<file path="config.mk">
export PLATFORM = sky130hd
export DESIGN_NAME = instr_strobe_reg
export DESIGN_NICKNAME = d
export VERILOG_FILES = /design/src/rtl/instr_strobe_reg.sv
export SDC_FILE = /design/constraint.sdc
export NUM_CORES = 1
export LEC_CHECK = 0
export BUFFER_PORTS_ARGS = -buffer_cell sky130_fd_sc_hd__buf_2
export CAP_MARGIN = 10
export CORE_MARGIN = 2
export CORE_UTILIZATION = 58
export CTS_CLUSTER_SIZE = 14
export DETAILED_ROUTE_END_ITERATION = 10
export PLACE_DENSITY = 0.84
export RECOVER_POWER = 50
export SLEW_MARGIN = 40
export SYNTH_ARGS = -nofsm -noshare
export SYNTH_HDL_FRONTEND = slang
export SYNTH_SLANG_ARGS = --single-unit
</file>
<file path="constraint.sdc">
create_clock -name clk -period 4.6 [get_ports clk]
set_input_delay 0.69 -clock clk [delete_from_list [all_inputs] [get_ports clk]]
set_output_delay 0.69 -clock clk [all_outputs]
set_load 0.1 [all_outputs]
</file>
<file path="src/rtl/instr_strobe_reg.sv">
module instr_strobe_reg #(
  parameter int CNT_W = 24,
  parameter int N_CNT = 3
) (
  input  logic                        clk,
  input  logic                        rst_n,
  input  logic                        wr_en,
  input  logic [7:0]                  wr_data,
  input  logic [N_CNT-1:0]            inc_i,
  output logic [4:0]                  pulse_o,
  output logic [N_CNT-1:0][CNT_W-1:0] cnt_o,
  output logic [CNT_W-1:0]            tp1_o,
  output logic [CNT_W-1:0]            tp2_o,
  output logic [1:0]                  act_o
);

  localparam int NUM_STRB = 5;
  localparam int TP_BIT   = 4;

  logic [NUM_STRB-1:0] strb_q;
  logic [1:0]          act_q;

  always_ff @(posedge clk or negedge rst_n) begin
    if (!rst_n) begin
      strb_q <= '0;
      act_q  <= '0;
    end else begin
      strb_q <= wr_en ? wr_data[NUM_STRB-1:0] : '0;
      if (wr_en) act_q <= wr_data[6:5];
    end
  end

  assign pulse_o = strb_q;
  assign act_o   = act_q;

  for (genvar g = 0; g < N_CNT; g++) begin : g_cnt
    logic [CNT_W-1:0] cnt_q;
    always_ff @(posedge clk or negedge rst_n) begin
      if (!rst_n)        cnt_q <= '0;
      else if (strb_q[g]) cnt_q <= '0;
      else if (inc_i[g])  cnt_q <= cnt_q + 1'b1;
    end
    assign cnt_o[g] = cnt_q;


    clr_wins_chk: assert property (@(posedge clk) disable iff (!rst_n)
      pulse_o[g] |=> (cnt_o[g] == '0));


    cnt_step_chk: assert property (@(posedge clk) disable iff (!rst_n)
      (!pulse_o[g] && inc_i[g]) |=> (cnt_o[g] == $past(cnt_o[g]) + 1'b1));
  end

  if (CNT_W == 24) begin : g_tp
    logic [CNT_W-1:0] tp1_q, tp2_q;
    always_ff @(posedge clk or negedge rst_n) begin
      if (!rst_n) begin
        tp1_q <= '0;
        tp2_q <= '0;
      end else if (strb_q[TP_BIT]) begin
        tp2_q <= tp1_q;
        tp1_q <= cnt_o[0];
      end
    end
    assign tp1_o = tp1_q;
    assign tp2_o = tp2_q;


    tp_shift_chk: assert property (@(posedge clk) disable iff (!rst_n)
      pulse_o[TP_BIT] |=> (tp1_o == $past(cnt_o[0]) && tp2_o == $past(tp1_o)));


    tp_hold_chk: assert property (@(posedge clk) disable iff (!rst_n)
      !pulse_o[TP_BIT] |=> ($stable(tp1_o) && $stable(tp2_o)));
  end else begin : g_no_tp
    assign tp1_o = '0;
    assign tp2_o = '0;
  end


  idle_no_pulse_chk: assert property (@(posedge clk) disable iff (!rst_n)
    !wr_en |=> (pulse_o == '0));


  act_hold_chk: assert property (@(posedge clk) disable iff (!rst_n)
    !wr_en |=> $stable(act_o));


  act_load_chk: assert property (@(posedge clk) disable iff (!rst_n)
    wr_en |=> (act_o == $past(wr_data[6:5])));

endmodule

</file>
==> summary.md <==
| Metric | Value |
|---|---|
| DIE WIDTH | 104 microns |
| Drt wl/cell | 16.2 microns |
| Clock tree from TritonCTS | yes |
| Reg clk slew, reported paths | 60 ps |
| Worst Path Max Fanout | 29 |
| CTS Buffer Depth | 2 |
| Fin util | 73.1% |
| Slew Viols, Final | 0 |
| Max Cap Violations | 0 |
| Initial Util | 59.4% |
| RSZ-0062 raised after global routing | no |
| DRC | 0 |
| FF+latch count, synth | 127 |
| Synthesis-to-finish area growth | 23.1% |
| Final min period | 3130 ps |
| CP required | 5020 ps |
| Synth Area per Inst | 11.3 sq um |
| Ant diodes | 0 |
| Initial antenna violation count | 0 |
| I/O Buffers | 139 |
| CTS Root Cell | clkbuf_8 |
| Worst Skew | 7.94 ps |
| Drt first pass iters | 5 |
| Syn_nets | 526 |
| Routed wire length | 12,800 microns |
| Worst Tran Pin Value | 1390 ps |
| Final layout net count | 659 |
| CTS H-tree depth | 4 |
| First-pass GRT wire length | 21,300 microns |
| R2R cell count | 5 |
| Post-synthesis sequential area ratio | 55.2% |
| Post-DRT Antenna Nets | 0 |
| Drt via density | 5.80 |
| Critical Path End Type | register |
| Max VDD drop | 0.649 mV |
| Final TNS setup | 0 ps |
| Period utilization | 68.1% |
| Critical path class | register to register |
| Core Rows | 36 |
| Die Ht | 104 microns |
| Slew headroom | 7.20% |
| Iter 0 DRT Violations | 184 |
| Share of cells above drive strength 1 | 35.7% |
| Final Power | 3.24 mW |
| Crit path arrival time | 3550 ps |
| Post-CTS Resized | 0 |
| Final setup viols | 0 |
| Worst-skew pair later-pin latency | 520 ps |
| Total Routing Usage GR | 24.4% |
| Mapped cell area | 5750 sq um |
| DR vias | 4,567 |
| IO Pins | 141 |
| Die area | 10,700 sq um |
| Remaining global-route overflow | 0 |
| Post-CTS Setup Bufs | 0 |
| Worst reg-to-reg setup slack | 1470 ps |
| RR Startpoint | pulse_o[0] |
| Post-route cell area | 7080 sq um |
| CP Launch Type | register |
| CTS buffer count | 17 |
| Final hold slack | 221 ps |
| Ys Warns | 0 |
| DP HPWL | 8330 microns |
| Vias in the first global route | 4,519 |
| Status | complete, no violations |
| Num Clock Sinks | 127 |
| FMAX | 0.319 GHz |
| Post-synth cell types | 39 |
| HP Class | input pin to async pin |
| # fillers | 692 |
| GPL Wtd Cong | 0.811 |
| Fin. Hold Viols | 0 |
| Largest net degree at the start of global routing | 80 |
| Power density over cell area | 458 nW/um^2 |
| Cts hold-fix bufs | 0 |
| Crit Reg-Reg Endpoint | g_cnt[0].cnt_q[20] |
| Core Area | 9680 sq um |
| Static leakage | 3.53 nW |
| Placed cell area | 6520 sq um |
| Syn Inst Count | 509 |
cells by family after synthesis:
logic type	after synthesis	synth area share, %
adder cells (fa/ha/maj)	3	0.652
XOR/XNOR	34	5.17
AO/OA/AOI/OAI	64	6.65
flip-flops	127	55.2
buffers and inverters	36	2.89
AND/OR/NAND/NOR	186	17.9
multiplexers	59	11.5
metal layers:
metal | vias to the layer above | GRT usage [%] | wire length [microns]
met5 | - | 0 | 0
met1 | 2264 | 30.6 | 5360
li1 | 2118 | - | -
met3 | 15 | 6.92 | 801
met4 | 0 | 10.6 | 169
met2 | 170 | 40.0 | 6440
Yosys cell counts:
library cell / number / area (sq um)
and4_1: 6 / 52.6
and2_1: 6 / 37.5
nand4_4: 1 / 21.3
dfrtp_1: 127 / 3180
mux2i_1: 3 / 30.0
and3_1: 7 / 43.8
nand2b_1: 1 / 6.26
nand4_1: 23 / 144
buf_2: 1 / 5.00
or4_4: 1 / 11.3
or3_1: 12 / 75.1
nor2_1: 46 / 173
or2_2: 1 / 6.26
buf_1: 5 / 18.8
nor4b_1: 1 / 8.76
o2111a_1: 1 / 11.3
buf_6: 4 / 45.0
nand2_1: 20 / 75.1
nand4b_1: 1 / 8.76
xor2_1: 18 / 158
nand3_1: 21 / 105
a21oi_1: 29 / 145
nor3_1: 3 / 15.0
or4_1: 14 / 105
o211ai_1: 2 / 15.0
mux2_2: 56 / 631
o2111ai_1: 3 / 26.3
clkbuf_1: 19 / 71.3
nor3b_1: 1 / 7.51
o31ai_1: 13 / 97.6
xnor2_1: 16 / 140
nor4_1: 10 / 62.6
nor2b_1: 6 / 37.5
and2_0: 2 / 12.5
inv_1: 7 / 26.3
o21ai_0: 14 / 70.1
a31o_2: 2 / 17.5
or3_2: 3 / 22.5
ha_1: 3 / 37.5
metrics by stage:
stage / cells / setup WS [ps]
finish: 788 / 1470
floorplan: 509 / 1880
global route: 788 / 1320
detailed placement: 756 / 2080
CTS: 788 / 1920
global placement: 756 / 2090
critical path, stage by stage (launching register included):
cell	delay (ps)
dfrtp_1	330
clkbuf_1	1000
o211ai_1	210
or4_1	750
or4_1	580
a21oi_1	160
power by group:
part / leakage (nW) / switching [mW] / internal [mW]
sequential: 1.75 / 0.0876 / 1.18
combinational: 1.51 / 0.572 / 0.111
clock: 0.279 / 0.467 / 0.823
worst max path at each step:
stage	slack, ps	depth (start not counted)	from	endpoint
6_report	1470	5	pulse_o[0]	g_cnt[0].cnt_q[20]
5_1_grt	1320	5	pulse_o[0]	g_cnt[0].cnt_q[20]
4_1_cts	1920	1	pulse_o[1]	pulse_o[1]
3_5_place_dp	2080	5	inc_i[0]	g_cnt[0].cnt_q[20]
3_3_place_gp	2090	5	inc_i[0]	g_cnt[0].cnt_q[20]
2_1_floorplan	1880	5	g_cnt[2].cnt_q[4]	g_cnt[2].cnt_q[23]
sequential cells by signal (all words and copies together) (netlist names):
name,flops
tp1_o,24
tp2_o,24
pulse_o,5
act_o,2
g_cnt.cnt_q,72
cell type report:
class                      instances  area [sq um]  share of cell area (%)
timing repair buffer             143           716                    10.1
sequential                       127          3180                    44.9
clock inverter                    10           110                    1.55
clock buffer                      22           473                    6.68
multi-input combinational        346          2410                    34.0
inverter                           7          26.3                   0.371
tap                              133           166                    2.35
cells in the final DEF, fill, tap and decap left out, types with 2 or more instances in the layout:
cell type / synthesis / final
nor2_1: 46 / 46
buf_2: 1 / 137
or3_1: 12 / 12
dfrtp_1: 127 / 126
or4_1: 14 / 14
nor3_1: 3 / 3
a21oi_1: 29 / 29
and2_0: 2 / 6
nor4_1: 10 / 10
nand4_1: 23 / 23
and3_1: 7 / 7
o2111ai_1: 3 / 3
mux2_2: 56 / 56
nand2_1: 20 / 20
o211ai_1: 2 / 2
clkinv_2: 0 / 4
ha_1: 3 / 3
xnor2_1: 16 / 16
and2_1: 6 / 2
o21ai_0: 14 / 14
clkbuf_8: 0 / 5
clkbuf_16: 0 / 16
nor2b_1: 6 / 6
clkbuf_1: 19 / 6
inv_1: 7 / 7
bufinv_16: 0 / 2
o31ai_1: 13 / 13
xor2_1: 18 / 18
nand3_1: 21 / 21
a31o_2: 2 / 2
and4_1: 6 / 6
or3_2: 3 / 3
mux2i_1: 3 / 3
clkinvlp_4: 0 / 4
Power figures use the tool's default switching activity.
